===== src/rtl/i2c_gate_pkg.sv =====
package i2c_gate_pkg;

    typedef enum logic [1:0] {
        DEV_NONE = 2'd0,
        DEV_MEM  = 2'd1,
        DEV_CTRL = 2'd2,
        DEV_AUX  = 2'd3
    } dev_e;

    typedef enum logic [2:0] {
        XS_IDLE,
        XS_ADDR,
        XS_REGA,
        XS_WDATA,
        XS_RDATA,
        XS_IGNORE
    } xact_e;

    typedef enum logic [1:0] {
        PS_AWAKE,
        PS_ENTER,
        PS_ASLEEP,
        PS_WAKING
    } pwr_e;

    typedef struct packed {
        logic vld;
        logic ack;
    } resp_t;

    // Fixed priority: memory, then control, then auxiliary.
    function automatic dev_e match_dev(input logic [6:0] a,
                                       input logic [6:0] mem_id,
                                       input logic [6:0] ctrl_id,
                                       input logic [6:0] aux_id);
        if (a == mem_id)       return DEV_MEM;
        else if (a == ctrl_id) return DEV_CTRL;
        else if (a == aux_id)  return DEV_AUX;
        else                   return DEV_NONE;
    endfunction

endpackage


===== src/rtl/i2c_gate_pwr.sv =====
module i2c_gate_pwr
    import i2c_gate_pkg::*;
#(
    parameter int SLEEP_CYC = 20,
    parameter int WAKE_CYC  = 30
) (
    input  logic clk,
    input  logic rst,
    input  logic sleep_req,
    input  logic wake_hit,
    output logic gate_open,
    output logic asleep
);
    localparam int MAXC = (SLEEP_CYC > WAKE_CYC) ? SLEEP_CYC : WAKE_CYC;
    localparam int CW   = $clog2(MAXC + 1);

    pwr_e          st_q;
    logic [CW-1:0] cnt_q;

    always_ff @(posedge clk) begin
        if (rst) begin
            st_q  <= PS_AWAKE;
            cnt_q <= '0;
        end else begin
            case (st_q)
                PS_AWAKE: begin
                    if (sleep_req) begin
                        st_q  <= PS_ENTER;
                        cnt_q <= CW'(SLEEP_CYC - 1);
                    end
                end
                PS_ENTER: begin
                    if (cnt_q == '0) st_q <= PS_ASLEEP;
                    else             cnt_q <= cnt_q - 1'b1;
                end
                PS_ASLEEP: begin
                    if (wake_hit) begin
                        st_q  <= PS_WAKING;
                        cnt_q <= CW'(WAKE_CYC - 1);
                    end
                end
                default: begin
                    if (cnt_q == '0) st_q <= PS_AWAKE;
                    else             cnt_q <= cnt_q - 1'b1;
                end
            endcase
        end
    end

    // A request arriving this cycle already closes the gate.
    assign gate_open = (st_q == PS_AWAKE) && !sleep_req;
    assign asleep    = (st_q == PS_ASLEEP);

endmodule


===== src/rtl/i2c_gate_ptr.sv =====
module i2c_gate_ptr #(
    parameter int AW = 8
) (
    input  logic          clk,
    input  logic          rst,
    input  logic          load,
    input  logic [AW-1:0] load_val,
    input  logic          inc,
    output logic [AW-1:0] ptr
);
    always_ff @(posedge clk) begin
        if (rst)       ptr <= '0;
        else if (load) ptr <= load_val;
        else if (inc)  ptr <= ptr + 1'b1;   // natural wrap at 2^AW
    end
endmodule


===== src/rtl/i2c_gate_xact.sv =====
module i2c_gate_xact
    import i2c_gate_pkg::*;
#(
    parameter int          AW       = 8,
    parameter logic [AW-1:0] CMD_ADDR = AW'('hAA),
    parameter logic [6:0]  MEM_ID   = 7'h50,
    parameter logic [6:0]  CTRL_ID  = 7'h18,
    parameter logic [6:0]  AUX_ID   = 7'h58
) (
    input  logic          clk,
    input  logic          rst,
    input  logic          ev_start,
    input  logic          ev_stop,
    input  logic          ev_byte,
    input  logic [7:0]    byte_data,
    input  logic          ev_rd_req,
    input  logic          wp,
    input  logic          nv_busy,
    input  logic          gate_open,
    input  logic          asleep,
    input  logic [AW-1:0] ptr,
    output logic          ptr_load,
    output logic          ptr_inc,
    output logic          wake_hit,
    output logic          in_wdata,
    output logic          ack_vld,
    output logic          ack,
    output logic          wr_en,
    output logic [1:0]    wr_dev,
    output logic [AW-1:0] wr_addr,
    output logic [7:0]    wr_data,
    output logic          cmd_vld,
    output logic [7:0]    cmd_data,
    output logic          rd_en,
    output logic [1:0]    rd_dev,
    output logic [AW-1:0] rd_addr
);
    xact_e xs_q, xs_n;
    dev_e  dev_q, dev_n, hit;
    resp_t resp_n;
    logic  wr_n, cmd_n, rd_n;

    assign hit      = match_dev(byte_data[7:1], MEM_ID, CTRL_ID, AUX_ID);
    assign in_wdata = (xs_q == XS_WDATA);

    always_comb begin
        xs_n     = xs_q;
        dev_n    = dev_q;
        resp_n   = '0;
        wr_n     = 1'b0;
        cmd_n    = 1'b0;
        rd_n     = 1'b0;
        ptr_load = 1'b0;
        ptr_inc  = 1'b0;
        wake_hit = 1'b0;
        if (ev_start) begin
            xs_n = XS_ADDR;
        end else if (ev_stop) begin
            xs_n = XS_IDLE;
        end else if (ev_byte) begin
            resp_n.vld = 1'b1;
            case (xs_q)
                XS_ADDR: begin
                    xs_n = XS_IGNORE;
                    if (hit != DEV_NONE) begin
                        if (asleep) begin
                            wake_hit = 1'b1;
                        end else if (gate_open && !nv_busy) begin
                            resp_n.ack = 1'b1;
                            dev_n      = hit;
                            xs_n       = byte_data[0] ? XS_RDATA : XS_REGA;
                        end
                    end
                end
                XS_REGA: begin
                    xs_n = XS_IGNORE;
                    if (gate_open) begin
                        resp_n.ack = 1'b1;
                        ptr_load   = 1'b1;
                        xs_n       = XS_WDATA;
                    end
                end
                XS_WDATA: begin
                    if (gate_open) begin
                        resp_n.ack = 1'b1;
                        if (!wp) begin
                            ptr_inc = 1'b1;
                            if (dev_q == DEV_CTRL && ptr == CMD_ADDR) cmd_n = 1'b1;
                            else                                      wr_n  = 1'b1;
                        end
                    end else begin
                        xs_n = XS_IGNORE;
                    end
                end
                default: xs_n = XS_IGNORE;
            endcase
        end else if (ev_rd_req && xs_q == XS_RDATA && gate_open) begin
            rd_n    = 1'b1;
            ptr_inc = 1'b1;
        end
    end

    always_ff @(posedge clk) begin
        if (rst) begin
            xs_q     <= XS_IDLE;
            dev_q    <= DEV_NONE;
            ack_vld  <= 1'b0;
            ack      <= 1'b0;
            wr_en    <= 1'b0;
            wr_dev   <= '0;
            wr_addr  <= '0;
            wr_data  <= '0;
            cmd_vld  <= 1'b0;
            cmd_data <= '0;
            rd_en    <= 1'b0;
            rd_dev   <= '0;
            rd_addr  <= '0;
        end else begin
            xs_q    <= xs_n;
            dev_q   <= dev_n;
            ack_vld <= resp_n.vld;
            ack     <= resp_n.ack;
            wr_en   <= wr_n;
            cmd_vld <= cmd_n;
            rd_en   <= rd_n;
            if (wr_n) begin
                wr_dev  <= dev_q;
                wr_addr <= ptr;
                wr_data <= byte_data;
            end
            if (cmd_n) cmd_data <= byte_data;
            if (rd_n) begin
                rd_dev  <= dev_q;
                rd_addr <= ptr;
            end
        end
    end

endmodule


===== src/rtl/i2c_reg_gate.sv =====
module i2c_reg_gate
    import i2c_gate_pkg::*;
#(
    parameter int            AW        = 8,
    parameter logic [AW-1:0] CMD_ADDR  = AW'('hAA),
    parameter logic [6:0]    MEM_ID    = 7'h50,
    parameter logic [6:0]    CTRL_ID   = 7'h18,
    parameter logic [6:0]    AUX_ID    = 7'h58,
    parameter int            SLEEP_CYC = 20,
    parameter int            WAKE_CYC  = 30
) (
    input  logic          clk,
    input  logic          rst,
    input  logic          ev_start,
    input  logic          ev_stop,
    input  logic          ev_byte,
    input  logic [7:0]    byte_data,
    input  logic          ev_rd_req,
    input  logic          wp,
    input  logic          nv_busy,
    input  logic          sleep_req,
    output logic          ack_vld,
    output logic          ack,
    output logic          wr_en,
    output logic [1:0]    wr_dev,
    output logic [AW-1:0] wr_addr,
    output logic [7:0]    wr_data,
    output logic          cmd_vld,
    output logic [7:0]    cmd_data,
    output logic          rd_en,
    output logic [1:0]    rd_dev,
    output logic [AW-1:0] rd_addr,
    output logic          pwr_down
);
    logic          gate_open, asleep, wake_hit;
    logic          ptr_load, ptr_inc, in_wdata;
    logic [AW-1:0] ptr_q;

    i2c_gate_pwr #(
        .SLEEP_CYC (SLEEP_CYC),
        .WAKE_CYC  (WAKE_CYC)
    ) u_pwr (
        .clk       (clk),
        .rst       (rst),
        .sleep_req (sleep_req),
        .wake_hit  (wake_hit),
        .gate_open (gate_open),
        .asleep    (asleep)
    );

    i2c_gate_ptr #(.AW(AW)) u_ptr (
        .clk      (clk),
        .rst      (rst),
        .load     (ptr_load),
        .load_val (byte_data[AW-1:0]),
        .inc      (ptr_inc),
        .ptr      (ptr_q)
    );

    i2c_gate_xact #(
        .AW       (AW),
        .CMD_ADDR (CMD_ADDR),
        .MEM_ID   (MEM_ID),
        .CTRL_ID  (CTRL_ID),
        .AUX_ID   (AUX_ID)
    ) u_xact (
        .clk       (clk),
        .rst       (rst),
        .ev_start  (ev_start),
        .ev_stop   (ev_stop),
        .ev_byte   (ev_byte),
        .byte_data (byte_data),
        .ev_rd_req (ev_rd_req),
        .wp        (wp),
        .nv_busy   (nv_busy),
        .gate_open (gate_open),
        .asleep    (asleep),
        .ptr       (ptr_q),
        .ptr_load  (ptr_load),
        .ptr_inc   (ptr_inc),
        .wake_hit  (wake_hit),
        .in_wdata  (in_wdata),
        .ack_vld   (ack_vld),
        .ack       (ack),
        .wr_en     (wr_en),
        .wr_dev    (wr_dev),
        .wr_addr   (wr_addr),
        .wr_data   (wr_data),
        .cmd_vld   (cmd_vld),
        .cmd_data  (cmd_data),
        .rd_en     (rd_en),
        .rd_dev    (rd_dev),
        .rd_addr   (rd_addr)
    );

    assign pwr_down = asleep;

endmodule


===== config.mk =====
export PLATFORM = sky130hd
export DESIGN_NAME = i2c_reg_gate
export DESIGN_NICKNAME = d
export VERILOG_FILES = /design/src/rtl/i2c_gate_pkg.sv /design/src/rtl/i2c_gate_pwr.sv /design/src/rtl/i2c_gate_ptr.sv /design/src/rtl/i2c_gate_xact.sv /design/src/rtl/i2c_reg_gate.sv
export SDC_FILE = /design/constraint.sdc
export NUM_CORES = 1
export LEC_CHECK = 0
export ABC_CLOCK_PERIOD_IN_PS = 2200
export BUFFER_PORTS_ARGS = -buffer_cell sky130_fd_sc_hd__buf_2
export CAP_MARGIN = 25
export CELL_PAD_IN_SITES_DETAIL_PLACEMENT = 0
export CELL_PAD_IN_SITES_GLOBAL_PLACEMENT = 1
export CORE_ASPECT_RATIO = 2
export CORE_MARGIN = 4
export CORE_UTILIZATION = 37
export CTS_BUF_LIST = sky130_fd_sc_hd__clkbuf_2
export DETAILED_ROUTE_END_ITERATION = 10
export PLACE_DENSITY_LB_ADDON = 0.05
export SYNTH_ARGS = -nofsm -noshare
export SYNTH_HDL_FRONTEND = slang
export SYNTH_SLANG_ARGS = --single-unit

===== constraint.sdc =====
create_clock -name clk -period 2.2 [get_ports clk]
set_clock_uncertainty 0.1 [all_clocks]
set_input_delay 0.11 -clock clk [delete_from_list [all_inputs] [get_ports clk]]
set_output_delay 0.11 -clock clk [all_outputs]
set_load 0.01 [all_outputs]

==> metrics.txt <==
reg-to-reg startpoint u_pwr.cnt_q[0]; routed len/inst between 15 and 20 µm; status finished clean; Site Rows 44; slowest stage cell, crit path or4b_1; TritonCTS clock tree built; grt met1 use 0.206; Max stage delay on crit path between 600 and 700 ps; most common cell after layout, fill and taps aside dfxtp_1; Internal 0.00180 W; CP endpoint kind flip-flop; CORE AREA about 7200 µm²; 1st-iter DRT viols about 150; Post-Synthesis Cells around 320; WP data required 2550 ps; share of layout cells above drive strength 1 0.282; Clock Power Share 0.252; Die Footprint just under 9000 µm²; Final Cycle Share 0.964; Hold WC Path Type input port to flip-flop; Avg Vias per Cell slightly above 5; Placement Cell Area roughly 3300 µm²; Clock Pin Slew Worst Setup and Hold Paths around 160 ps; Tot GR Track Use 0.213; Post-synth top flop dfxtp_1; most frequent cells in the layout 61 x dfxtp_1, 58 x buf_2, 48 x nand2_1, 36 x a21oi_1, 32 x buf_4; DRC 0; Chip Width 68.7 µm; worst-margin pin slew ~500 ps; IO Port Bufs a little under 60; first-pass GRT wire length between 10000 and 15000 µm; gr busiest metal met2; synth warn 0; Slew Limit Fails 0; TritonCTS Buffers 9; htree depth 3; TNS Setup 0 ps; switch share 0.331; Seq/Total Area, Yosys 0.448; DP HPWL roughly 6400 µm; clk sinks 61; Async S/R FF share, synth 0; cell area after synthesis between 2000 and 3000 µm²; Area Overhead vs Synth 32.8%; DRT Pass-1 Iters 5; mean post-synth cell area between 8 and 9 µm²; critical path startpoint byte_data[2]; final hold violation count 0; post-route cell area 3620 µm²; GR Util met2 0.410; sw power between 0.0008 and 0.0009 W; distinct cell type count after synthesis 54; RSZ-0062 raised after global routing false; nets@finish approximately 450; Worst Setup EP u_pwr.cnt_q[4]; Clock Path Buffers 2; Die Span Y 129 µm; post-synth top area share 0.448; arrival time worst endpoint ~2500 ps; Leak 1.57 nW; Max VDD drop between 500 and 600 µV; largest net degree at the start of global routing between 40 and 50; dominant cell type by area after synthesis dfxtp_1; maxcap violations 0; GP Congestion roughly 0.81; final wirelength 8590 µm; initial core utilization 0.378; endpoints failing setup 0; ANT nets after route 0; Fmax achieved 0.471 GHz; FF-to-FF path depth 8; root buffer cell clkbuf_2; Reg power frac 0.454; GR Overflow Total 0; Crit Path Category input port to flip-flop; post-place setup slack roughly 47 ps; Setup Fix Bufs, Post-CTS 0; met3 usage 0.0486; crit-path cells dlygate4sd3_1 -> buf_2 -> or4b_1 -> nor4_4 -> a21boi_1 -> or3_1 -> a21oi_1; Vias around 2700; I/O pins 59; crit path max fanout 6; Min Clock Period, post-route around 2100 ps; initial antenna violation count 1; clock latency on the worst-skew pair 510 ps; worst-case headroom to the max-slew limit 0.676; synth top area cells dfxtp_1 45%, a21oi_1 6.6%, nand2_1 6.6%, nand3_1 3.5%, nor2_1 3.4%; final setup margin around 79 ps; Post-synth EDFFs 0; Cell Pwr Density around 750 nW/µm²; r2r setup slk between 100 and 150 ps; net count after synthesis roughly 350; combinational fraction of design power 0.294; synthesis-stage register bit count 61; crit path launch type input port; Reg2Reg Capture Point u_pwr.cnt_q[3]; vias in the first global route roughly 2700
-- worst min path at each step --
stage                         start        endpoint  depth (start not counted)
after floorplan             ev_byte  u_xact.ack_vld                          1
after global placement     ev_start  u_xact.xs_q[0]                          3
after detailed placement   ev_start  u_xact.xs_q[0]                          3
after CTS                 ev_rd_req    u_ptr.ptr[3]                          6
after global routing      ev_rd_req    u_ptr.ptr[3]                          6
final                     ev_rd_req    u_ptr.ptr[3]                          6
-- worst max-delay path: cells and delay by family --
kind | cells | cell delay, ps
compound gates | 2 | 340
simple gates | 3 | 1330
buf+inv | 2 | 690
-- logic make-up (layout without fill, tap and decap cells) --
family / count (synthesis) / in the layout / share of synthesized area
AND/OR/NAND/NOR: 141 / 141 / 0.264
AO/OA/AOI/OAI: 75 / 75 / 0.173
flip-flops: 61 / 61 / 0.448
buffers and inverters: 28 / 133 / 0.0418
multiplexers: 9 / 9 / 0.0331
adder cells (fa/ha/maj): 6 / 6 / 0.0276
XOR/XNOR: 4 / 4 / 0.0129
other: 0 / 1 / 0
-- synthesized netlist by cell type (3+ instances only) --
cell type and count:
clkbuf_1 17, nor3_1 12, o21ai_0 6, and2_1 4, ha_1 6, a31oi_1 3, nand2b_1 3, nor2_1 25
a211oi_1 7, a22oi_1 3, dfxtp_1 61, xor2_1 3, nand3_1 19, or3_1 3, inv_1 9, nand4_1 6
a21oi_1 36, nand2_1 48, mux2i_1 9
-- what timing repair did --
| item | in CTS | in global routing |
|---|---|---|
| endpoints found under the hold margin | 44 | 0 |
| resized for setup | 0 | 5 |
| setup endpoints to repair | 0 | 21 |
| hold buffers | 17 | 0 |
-- stage by stage --
stage / hold slack (ps) / power [W] / utilization / cells
6_report: 193 / 0.00270 / 0.502 / 522
5_1_grt: 228 / 0.00289 / 0.502 / 522
4_1_cts: 153 / 0.00272 / 0.498 / 521
3_5_place_dp: 310 / 0.00201 / 0.459 / 488
3_3_place_gp: 305 / 0.00200 / 0.459 / 488
2_1_floorplan: 148 / 0.00170 / - / 324
-- area by class of cell --
cell class | instances | area, µm²
Clock inverter | 5 | 51.3
Antenna cell | 1 | 2.50
Fill cell | 730 | 3590
Sequential cell | 61 | 1220
Tap cell | 92 | 115
Clock buffer | 11 | 55.1
Multi-Input combinational cell | 235 | 1420
Timing Repair Buffer | 108 | 721
Inverter | 9 | 33.8
-- power groups by stage --
stage | Clock, W | Sequential, W | Combinational [W]
2_1_floorplan | 0 | 0.00124 | 0.000463
3_3_place_gp | 0 | 0.00124 | 0.000753
3_5_place_dp | 0 | 0.00125 | 0.000765
4_1_cts | 0.000712 | 0.00122 | 0.000789
5_1_grt | 0.000762 | 0.00123 | 0.000895
6_report | 0.000681 | 0.00122 | 0.000792
-- registers in the layout, indices dropped and copies added (netlist names) --
register,count
u_xact.rd_dev,2
u_xact.cmd_vld,1
u_xact.wr_dev,2
u_xact.dev_q,2
u_xact.wr_data,8
u_xact.ack,1
u_pwr.st_q,2
u_xact.wr_addr,8
u_xact.xs_q,3
u_xact.wr_en,1
u_ptr.ptr,8
u_xact.rd_addr,8
u_xact.cmd_data,8
u_xact.ack_vld,1
u_pwr.cnt_q,5
u_xact.rd_en,1
-- routing by layer --
metal / wire (µm) / part of all wire / vias to the layer above
met4: 167 / 0.019 / 0
met3: 316 / 0.037 / 10
met5: 0 / 0 / -
li1: - / - / 1353
met1: 3020 / 0.35 / 1288
met2: 5090 / 0.59 / 62
(Power assumes the default switching activity.)
